--- config.mk ---
export PLATFORM = sky130hd
export DESIGN_NAME = dram_init_seq
export DESIGN_NICKNAME = d
export VERILOG_FILES = /design/src/rtl/dram_init_pkg.sv /design/src/rtl/dis_cfg_reg.sv /design/src/rtl/dis_pow2_timer.sv /design/src/rtl/dram_init_seq.sv
export SDC_FILE = /design/constraint.sdc
export NUM_CORES = 1
export LEC_CHECK = 0
export CAP_MARGIN = 15
export CORE_UTILIZATION = 55
export CTS_CLUSTER_SIZE = 24
export DETAILED_ROUTE_END_ITERATION = 10
export PLACE_DENSITY = 0.74
export SLEW_MARGIN = 15
export SYNTH_ARGS = -nofsm -noshare
export SYNTH_HDL_FRONTEND = slang
export SYNTH_SLANG_ARGS = --single-unit
--- constraint.sdc ---
create_clock -name clk -period 5.7 [get_ports clk]
set_input_delay 1.425 -clock clk [delete_from_list [all_inputs] [get_ports clk]]
set_output_delay 1.425 -clock clk [all_outputs]
set_load 0.005 [all_outputs]
--- src/rtl/dram_init_pkg.sv ---
package dram_init_pkg;

   typedef enum logic [2:0] {
      ST_IDLE      = 3'd0,
      ST_RST_HOLD  = 3'd1,
      ST_CKE_BLOCK = 3'd2,
      ST_WR_LEVEL  = 3'd3,
      ST_DQS_TRAIN = 3'd4,
      ST_READY     = 3'd5
   } seq_state_e;

   localparam int CFG_W   = 32;
   localparam int EXP_W   = 5;

   // field positions inside the parameter register
   localparam int RST_LSB = 0;
   localparam int CKE_LSB = 5;
   localparam int WD_LSB  = 10;
   localparam int WL_BIT  = 16;
   localparam int GAP_LSB = 17;

   localparam logic [CFG_W-1:0] CFG_RESET = 32'h001E_0000;
   localparam logic [CFG_W-1:0] CFG_WMASK = 32'h003F_7FFF;

endpackage

--- src/rtl/dis_cfg_reg.sv ---
module dis_cfg_reg #(
   parameter int          W     = 32,
   parameter logic [W-1:0] RST  = '0,
   parameter logic [W-1:0] MASK = '1
) (
   input  logic         clk,
   input  logic         rst_n,
   input  logic         we,
   input  logic [W-1:0] wdata,
   output logic [W-1:0] q
);

   if ((RST & ~MASK) != '0) begin : g_bad_reset
      $error("dis_cfg_reg: reset value sets a reserved bit");
   end

   always_ff @(posedge clk or negedge rst_n) begin
      if (!rst_n)  q <= RST;
      else if (we) q <= wdata & MASK;
   end

endmodule

--- src/rtl/dis_pow2_timer.sv ---
module dis_pow2_timer #(
   parameter int CNT_W = 32,
   parameter int EXP_W = 5
) (
   input  logic             clk,
   input  logic             rst_n,
   input  logic             clr,
   input  logic             en,
   input  logic [EXP_W-1:0] exp_n,
   output logic             last
);

   if (CNT_W < (1 << EXP_W)) begin : g_too_narrow
      $error("dis_pow2_timer: CNT_W cannot hold 2^(2^EXP_W - 1)");
   end

   logic [CNT_W-1:0] cnt_q;
   logic [CNT_W-1:0] lim_m1;

   always_comb begin
      lim_m1 = (CNT_W'(1) << exp_n) - CNT_W'(1);
      last   = en && (cnt_q == lim_m1);
   end

   always_ff @(posedge clk or negedge rst_n) begin
      if (!rst_n)    cnt_q <= '0;
      else if (clr)  cnt_q <= '0;
      else if (last) cnt_q <= '0;
      else if (en)   cnt_q <= cnt_q + CNT_W'(1);
   end

endmodule

--- src/rtl/dram_init_seq.sv ---
module dram_init_seq
   import dram_init_pkg::*;
#(
   parameter int CNT_W        = 32,
   parameter int WL_SHORT_EXP = 4
) (
   input  logic             clk,
   input  logic             rst_n,
   input  logic             cfg_we,
   input  logic [CFG_W-1:0] cfg_wdata,
   output logic [CFG_W-1:0] cfg_rdata,
   input  logic             start,
   input  logic             step_done,
   output logic             mem_rst_n,
   output logic             mem_cke,
   output logic             wl_strobe,
   output logic             dq_rd_strobe,
   output logic             dq_wr_strobe,
   output logic [2:0]       seq_state,
   output logic             ready,
   output logic             timed_out
);

   localparam int WL_LONG_EXP = WL_SHORT_EXP + 1;
   localparam logic [EXP_W-1:0] WL_S = EXP_W'(WL_SHORT_EXP);
   localparam logic [EXP_W-1:0] WL_L = EXP_W'(WL_LONG_EXP);

   if (WL_LONG_EXP >= (1 << EXP_W)) begin : g_bad_wl
      $error("dram_init_seq: write-leveling spacing exponent out of range");
   end

   seq_state_e       state_q, state_d;
   logic [EXP_W-1:0] snap_rst, snap_cke, snap_wd, snap_gap;
   logic             snap_wl;
   logic             dq_ph_q;
   logic             start_ok, in_train, chg, timeout_hit;
   logic             step_en, step_last, pace_en, pace_clr, pace_last;
   logic [EXP_W-1:0] step_exp, pace_exp;

   dis_cfg_reg #(.W(CFG_W), .RST(CFG_RESET), .MASK(CFG_WMASK)) u_cfg (
      .clk(clk), .rst_n(rst_n), .we(cfg_we), .wdata(cfg_wdata), .q(cfg_rdata)
   );

   always_comb begin
      start_ok    = start && (state_q == ST_IDLE || state_q == ST_READY);
      in_train    = (state_q == ST_WR_LEVEL) || (state_q == ST_DQS_TRAIN);
      timeout_hit = in_train && step_last && !step_done;
      state_d     = state_q;
      case (state_q)
         ST_IDLE, ST_READY: if (start_ok)               state_d = ST_RST_HOLD;
         ST_RST_HOLD:       if (step_last)              state_d = ST_CKE_BLOCK;
         ST_CKE_BLOCK:      if (step_last)              state_d = ST_WR_LEVEL;
         ST_WR_LEVEL:       if (step_done || step_last) state_d = ST_DQS_TRAIN;
         ST_DQS_TRAIN:      if (step_done || step_last) state_d = ST_READY;
         default:                                       state_d = ST_IDLE;
      endcase
      chg = (state_d != state_q);
   end

   // one timer serves the reset hold, the clock-enable block and the watchdog
   always_comb begin
      case (state_q)
         ST_RST_HOLD:  step_exp = snap_rst;
         ST_CKE_BLOCK: step_exp = snap_cke;
         default:      step_exp = snap_wd;
      endcase
      step_en  = (state_q != ST_IDLE) && (state_q != ST_READY);
      pace_exp = (state_q == ST_WR_LEVEL) ? (snap_wl ? WL_L : WL_S) : snap_gap;
      pace_en  = (state_q == ST_WR_LEVEL) || (state_q == ST_DQS_TRAIN && dq_ph_q);
      pace_clr = chg || (state_q == ST_DQS_TRAIN && !dq_ph_q);
   end

   dis_pow2_timer #(.CNT_W(CNT_W), .EXP_W(EXP_W)) u_step_tmr (
      .clk(clk), .rst_n(rst_n), .clr(chg), .en(step_en),
      .exp_n(step_exp), .last(step_last)
   );

   dis_pow2_timer #(.CNT_W(CNT_W), .EXP_W(EXP_W)) u_pace_tmr (
      .clk(clk), .rst_n(rst_n), .clr(pace_clr), .en(pace_en),
      .exp_n(pace_exp), .last(pace_last)
   );

   always_ff @(posedge clk or negedge rst_n) begin
      if (!rst_n) begin
         state_q   <= ST_IDLE;
         snap_rst  <= '0;
         snap_cke  <= '0;
         snap_wd   <= '0;
         snap_wl   <= 1'b0;
         snap_gap  <= '0;
         timed_out <= 1'b0;
         dq_ph_q   <= 1'b0;
      end else begin
         state_q <= state_d;
         if (start_ok) begin
            snap_rst  <= cfg_rdata[RST_LSB +: EXP_W];
            snap_cke  <= cfg_rdata[CKE_LSB +: EXP_W];
            snap_wd   <= cfg_rdata[WD_LSB  +: EXP_W];
            snap_wl   <= cfg_rdata[WL_BIT];
            snap_gap  <= cfg_rdata[GAP_LSB +: EXP_W];
            timed_out <= 1'b0;
         end else if (timeout_hit) begin
            timed_out <= 1'b1;
         end
         if (chg)                           dq_ph_q <= 1'b0;
         else if (state_q == ST_DQS_TRAIN)  dq_ph_q <= dq_ph_q ? !pace_last : 1'b1;
      end
   end

   always_comb begin
      seq_state    = state_q;
      mem_rst_n    = (state_q != ST_IDLE) && (state_q != ST_RST_HOLD);
      mem_cke      = (state_q == ST_WR_LEVEL) || (state_q == ST_DQS_TRAIN)
                     || (state_q == ST_READY);
      ready        = (state_q == ST_READY);
      wl_strobe    = (state_q == ST_WR_LEVEL) && pace_last;
      dq_rd_strobe = (state_q == ST_DQS_TRAIN) && !dq_ph_q;
      dq_wr_strobe = (state_q == ST_DQS_TRAIN) && dq_ph_q && pace_last;
   end


   rst_before_cke_chk: assert property (@(posedge clk) disable iff (!rst_n)
      !mem_rst_n |-> !mem_cke);


   done_advance_chk: assert property (@(posedge clk) disable iff (!rst_n)
      (state_q == ST_WR_LEVEL && step_done) |=> state_q == ST_DQS_TRAIN);


   done_ignored_chk: assert property (@(posedge clk) disable iff (!rst_n)
      (state_q == ST_RST_HOLD && step_done && !step_last) |=> state_q == ST_RST_HOLD);


   start_ignored_chk: assert property (@(posedge clk) disable iff (!rst_n)
      (state_q == ST_CKE_BLOCK && start && !step_last) |=> state_q == ST_CKE_BLOCK);


   wl_only_chk: assert property (@(posedge clk) disable iff (!rst_n)
      wl_strobe |-> state_q == ST_WR_LEVEL);


   rd_after_wr_chk: assert property (@(posedge clk) disable iff (!rst_n)
      dq_wr_strobe |=> (dq_rd_strobe || state_q != ST_DQS_TRAIN));


   timeout_src_chk: assert property (@(posedge clk) disable iff (!rst_n)
      $rose(timed_out) |-> ($past(state_q) == ST_WR_LEVEL || $past(state_q) == ST_DQS_TRAIN));


   ready_pins_chk: assert property (@(posedge clk) disable iff (!rst_n)
      ready |-> (mem_cke && mem_rst_n));

endmodule

==> metrics.txt <==
# TYPE chip_impl_metric gauge
chip_impl_info{name="status",value="finished clean"} 1
chip_impl_metric{name="largest_net_degree_at_the_start_of_global_routing",unit=""} 74
chip_impl_metric{name="vias",unit=""} 8220
chip_impl_info{name="synth.cells.most_frequent",value="sky130_fd_sc_hd__dfrtp_1, sky130_fd_sc_hd__nor2_1, sky130_fd_sc_hd__nand2_1"} 1
chip_impl_metric{name="global_route_wire_length_before_repair",unit="mm"} 40.9
chip_impl_metric{name="clock_sink_count",unit=""} 111
chip_impl_info{name="library_cell_occupying_the_most_area_in_the_post_synthesis_netlist",value="sky130_fd_sc_hd__dfrtp_1"} 1
chip_impl_metric{name="fin_ws",unit="ns"} 0.239
chip_impl_info{name="critPathKind",value="flip-flop to output port"} 1
chip_impl_metric{name="finalMaxSlewViolations",unit=""} 0
chip_impl_metric{name="worst-endpoint-arrival",unit="ns"} 4.04
chip_impl_metric{name="dpl_worst_slack",unit="ns"} 0.326
chip_impl_info{name="regToRegEndpoint",value="u_pace_tmr.cnt_q[14]$_DFFE_PN0P_"} 1
chip_impl_metric{name="globalRouteOverflowTotal",unit=""} 0
chip_impl_metric{name="clock_network_latency_to_the_later_pin_of_the_worst_skew_pair",unit="ns"} 0.37
chip_impl_metric{name="gp_routability_congestion",unit=""} 1.01
chip_impl_metric{name="final.fill_count",unit=""} 1296
chip_impl_metric{name="routed_vias_inst",unit=""} 6.72
chip_impl_metric{name="areaGrowthSynthToFinish",unit="%"} 12.0
chip_impl_metric{name="async_reset_ff_frac",unit=""} 1.00
chip_impl_info{name="critPathLaunchType",value="flip-flop"} 1
chip_impl_info{name="path_common_cell",value="sky130_fd_sc_hd__nand4_1"} 1
chip_impl_metric{name="fin_tns_setup",unit="ns"} 0
chip_impl_metric{name="drt-initial-drc-count",unit=""} 1038
chip_impl_info{name="root_cell_of_the_clock_tree",value="sky130_fd_sc_hd__clkbuf_16"} 1
chip_impl_metric{name="reg2reg_depth",unit=""} 18
chip_impl_metric{name="layout.area.seq",unit="sq um"} 2790
chip_impl_metric{name="postSynthRegisterBits",unit=""} 111
chip_impl_metric{name="die_area",unit="sq um"} 15900
chip_impl_metric{name="synth_cell_types",unit=""} 80
chip_impl_metric{name="antenna_cells",unit=""} 0
chip_impl_metric{name="report.final.hold_viol_count",unit=""} 0
chip_impl_metric{name="min_path_cells",unit=""} 1
chip_impl_metric{name="syn_area_per_cell",unit="sq um"} 8.39
chip_impl_metric{name="dr.pass1.iters",unit=""} 6
chip_impl_metric{name="synthesis.instances",unit=""} 1009
chip_impl_metric{name="hpwlAfterDp",unit="mm"} 18.0
chip_impl_metric{name="io_pins",unit=""} 79
chip_impl_metric{name="power.density",unit="nW/um^2"} 299
chip_impl_metric{name="setup_viol",unit=""} 0
chip_impl_metric{name="final_layout_size_suffix_gt1_frac",unit=""} 0.121
chip_impl_metric{name="min_period_over_period",unit=""} 0.958
chip_impl_metric{name="design_power_total",unit="W"} 0.00284
chip_impl_metric{name="crit_path_max_incr_delay",unit="ns"} 0.51
chip_impl_metric{name="p_leak",unit="nW"} 3.71
chip_impl_metric{name="cts-hold-fix-buffers",unit=""} 0
chip_impl_metric{name="clk_pin_slew",unit="ns"} 0.08
chip_impl_metric{name="postRouteWirelength",unit="mm"} 25.0
chip_impl_metric{name="htree_num_levels",unit=""} 3
chip_impl_metric{name="multi_input_area",unit="sq um"} 5260
chip_impl_metric{name="placement.io_buffers",unit=""} 56
chip_impl_info{name="cts_tree",value="built"} 1
chip_impl_metric{name="fmaxAchievable",unit="MHz"} 183
chip_impl_metric{name="synth.top_cell.area_share",unit=""} 0.316
chip_impl_metric{name="ir_worst_vdd",unit="mV"} 0.239
chip_impl_info{name="worstReg2RegStart",value="seq_state[0]$_DFF_PN0_"} 1
chip_impl_info{name="cp-end-kind",value="output port"} 1
chip_impl_metric{name="routed_wire_length_per_instance",unit="microns"} 20.5
chip_impl_metric{name="cts-root-to-sink-buffers",unit=""} 2
chip_impl_metric{name="worstPathRequired",unit="ns"} 4.28
chip_impl_metric{name="ant_nets",unit=""} 0
chip_impl_metric{name="floorplan.initialDensity",unit=""} 0.574
chip_impl_info{name="path_cells",value="nand3b_1, and2_2, or3_1, ha_1, xnor2_1, a211oi_2, nand4_1, a2111oi_2, nand4_1, nor4_2, nand4_1, nor2_1, clkdlybuf4s50_1"} 1
chip_impl_info{name="synth.most_common_cell",value="sky130_fd_sc_hd__dfrtp_1"} 1
chip_impl_info{name="critical-path-slowest-cell",value="sky130_fd_sc_hd__clkdlybuf4s50_1"} 1
chip_impl_info{name="unrepaired_setup_endpoints_after_global_routing",value="no"} 1
chip_impl_metric{name="fin_crit",unit="ns"} 5.46
chip_impl_info{name="synth_flop_cell",value="sky130_fd_sc_hd__dfrtp_1"} 1
chip_impl_metric{name="die_y",unit="microns"} 126
chip_impl_info{name="timing.hold.worst_endpoint",value="snap_rst[2]$_DFFE_PN0P_"} 1
chip_impl_metric{name="synth_edf_count",unit=""} 0
chip_impl_info{name="post_synth_main_area_contributors",value="sky130_fd_sc_hd__dfrtp_1, sky130_fd_sc_hd__mux2_2, sky130_fd_sc_hd__nor2_1"} 1
chip_impl_metric{name="synth_sequential_area_ratio",unit=""} 0.329
chip_impl_metric{name="slew-limit-headroom",unit=""} 0.306
chip_impl_metric{name="skew",unit="ns"} 0.00878
chip_impl_metric{name="number_of_antenna_violations_at_the_first_check_in_global_routing",unit=""} 0
chip_impl_metric{name="crit_fanout",unit=""} 4
chip_impl_metric{name="numCtsBuffers",unit=""} 9
chip_impl_metric{name="ff2ff_setup_slack",unit="ns"} 0.38
chip_impl_metric{name="rows",unit=""} 44
chip_impl_metric{name="total_routing_usage_gr",unit=""} 0.326
chip_impl_metric{name="worst_pin_slew",unit="ns"} 1.04
chip_impl_metric{name="via_count_of_the_first_global_routing_pass",unit=""} 7374
chip_impl_metric{name="core_footprint",unit="sq um"} 14800
chip_impl_info{name="worstHoldStart",value="snap_rst[2]$_DFFE_PN0P_"} 1
chip_impl_metric{name="die_w",unit="microns"} 126
chip_impl_info{name="min-delay-path-class",value="flip-flop to flip-flop"} 1
chip_impl_metric{name="post_synth_instance_area",unit="sq um"} 8460
chip_impl_metric{name="post_route_drc_violation_count",unit=""} 0
chip_impl_metric{name="synthesis.yosys.warnings",unit=""} 0
chip_impl_metric{name="max_cap_violations",unit=""} 0
chip_impl_metric{name="finalNetCount",unit=""} 1075
==> worst max path at each step <==
stage	end	from
finish	dq_wr_strobe	seq_state[2]$_DFF_PN0_
global route	u_pace_tmr.cnt_q[30]$_DFFE_PN0P_	seq_state[0]$_DFF_PN0_
CTS	dq_wr_strobe	seq_state[0]$_DFF_PN0_
detailed placement	dq_wr_strobe	seq_state[0]$_DFF_PN0_
global placement	dq_wr_strobe	seq_state[0]$_DFF_PN0_
floorplan	dq_wr_strobe	seq_state[1]$_DFF_PN0_
==> flip-flops by register name (all words and copies together) (netlist names), 3 cells and up <==
register and count:
u_step_tmr.cnt_q 32, seq_state 3, snap_cke 5, snap_wd 5, snap_gap 5, snap_rst 5, u_pace_tmr.cnt_q 32, u_cfg.q 21
==> worst max-delay path, delay by kind of cell (launching register included) <==
| kind | cells | cell delay [ns] |
|---|---|---|
| AOI/OAI and AO/OA | 2 | 0.55 |
| xor gates and xnor gates | 1 | 0.14 |
| adders and majority gates | 1 | 0.35 |
| buffers and inverters | 1 | 0.51 |
| DFF | 1 | 0.39 |
| and+or+nand+nor | 8 | 1.74 |
==> report_power, final <==
| group | switching [W] | leakage (nW) | internal, W |
|---|---|---|---|
| logic | 0.000663 | 2.13 | 0.000480 |
| registers | 0.000155 | 1.43 | 0.000884 |
| clock network | 0.000342 | 0.151 | 0.000316 |
| total | 0.00116 | 3.71 | 0.00168 |
==> metal layers <==
metal | routed length, microns | vias up | GRT usage
li1 | - | 3806 | -
met1 | 11400 | 3907 | 0.490
met2 | 10400 | 467 | 0.460
met3 | 2820 | 40 | 0.0862
met4 | 372 | 0 | 0.0801
met5 | 0 | - | 0
==> kinds of logic after synthesis <==
| family | count (synthesis) | synth area share |
|---|---|---|
| xor gates and xnor gates | 65 | 0.0681 |
| AOI/OAI and AO/OA | 265 | 0.217 |
| other | 1 | 0.000443 |
| adders and majority gates | 4 | 0.00591 |
| muxes | 49 | 0.0658 |
| DFF | 111 | 0.329 |
| and+or+nand+nor | 415 | 0.256 |
| buffers and inverters | 99 | 0.0574 |
==> final cells by class <==
type / count / share of cell area
Tap cell: 184 / 0.0243
Multi-Input combinational cell: 809 / 0.555
Timing Repair Buffer: 94 / 0.0903
Clock buffer: 9 / 0.0238
Inverter: 9 / 0.00356
Clock inverter: 7 / 0.00911
Sequential cell: 111 / 0.294
==> what timing repair did <==
action | in CTS | in global routing
setup buffers | 0 | 3
gates resized for setup | 2 | 6
endpoints found under the setup margin | 2 | 2
pin swaps | 0 | 3
endpoints found under the hold margin | 0 | 0
==> cell usage in the layout (no fill, tap or decap), drive strengths merged, types with 24 or more instances in the layout <==
cell type and n:
and3 29, a21oi 51, nor2 91, mux2 43, nor3 31, nand2 87, o21ai 47, buf 39
clkdlybuf4s50 55, xnor2 33, dfrtp 107, a311oi 27, nand2b 24, xor2 32, nand3 42
==> metrics by stage <==
step / instances / util / cell area, sq um / hold slack, ns
floorplan: 1019 / - / 8500 / 0.471
global placement: 1204 / 0.618 / 9120 / 0.481
detailed placement: 1204 / 0.618 / 9120 / 0.488
CTS: 1220 / 0.639 / 9430 / 0.508
global route: 1223 / 0.643 / 9480 / 0.528
finish: 1223 / 0.643 / 9480 / 0.507
(Power assumes the default switching activity.)
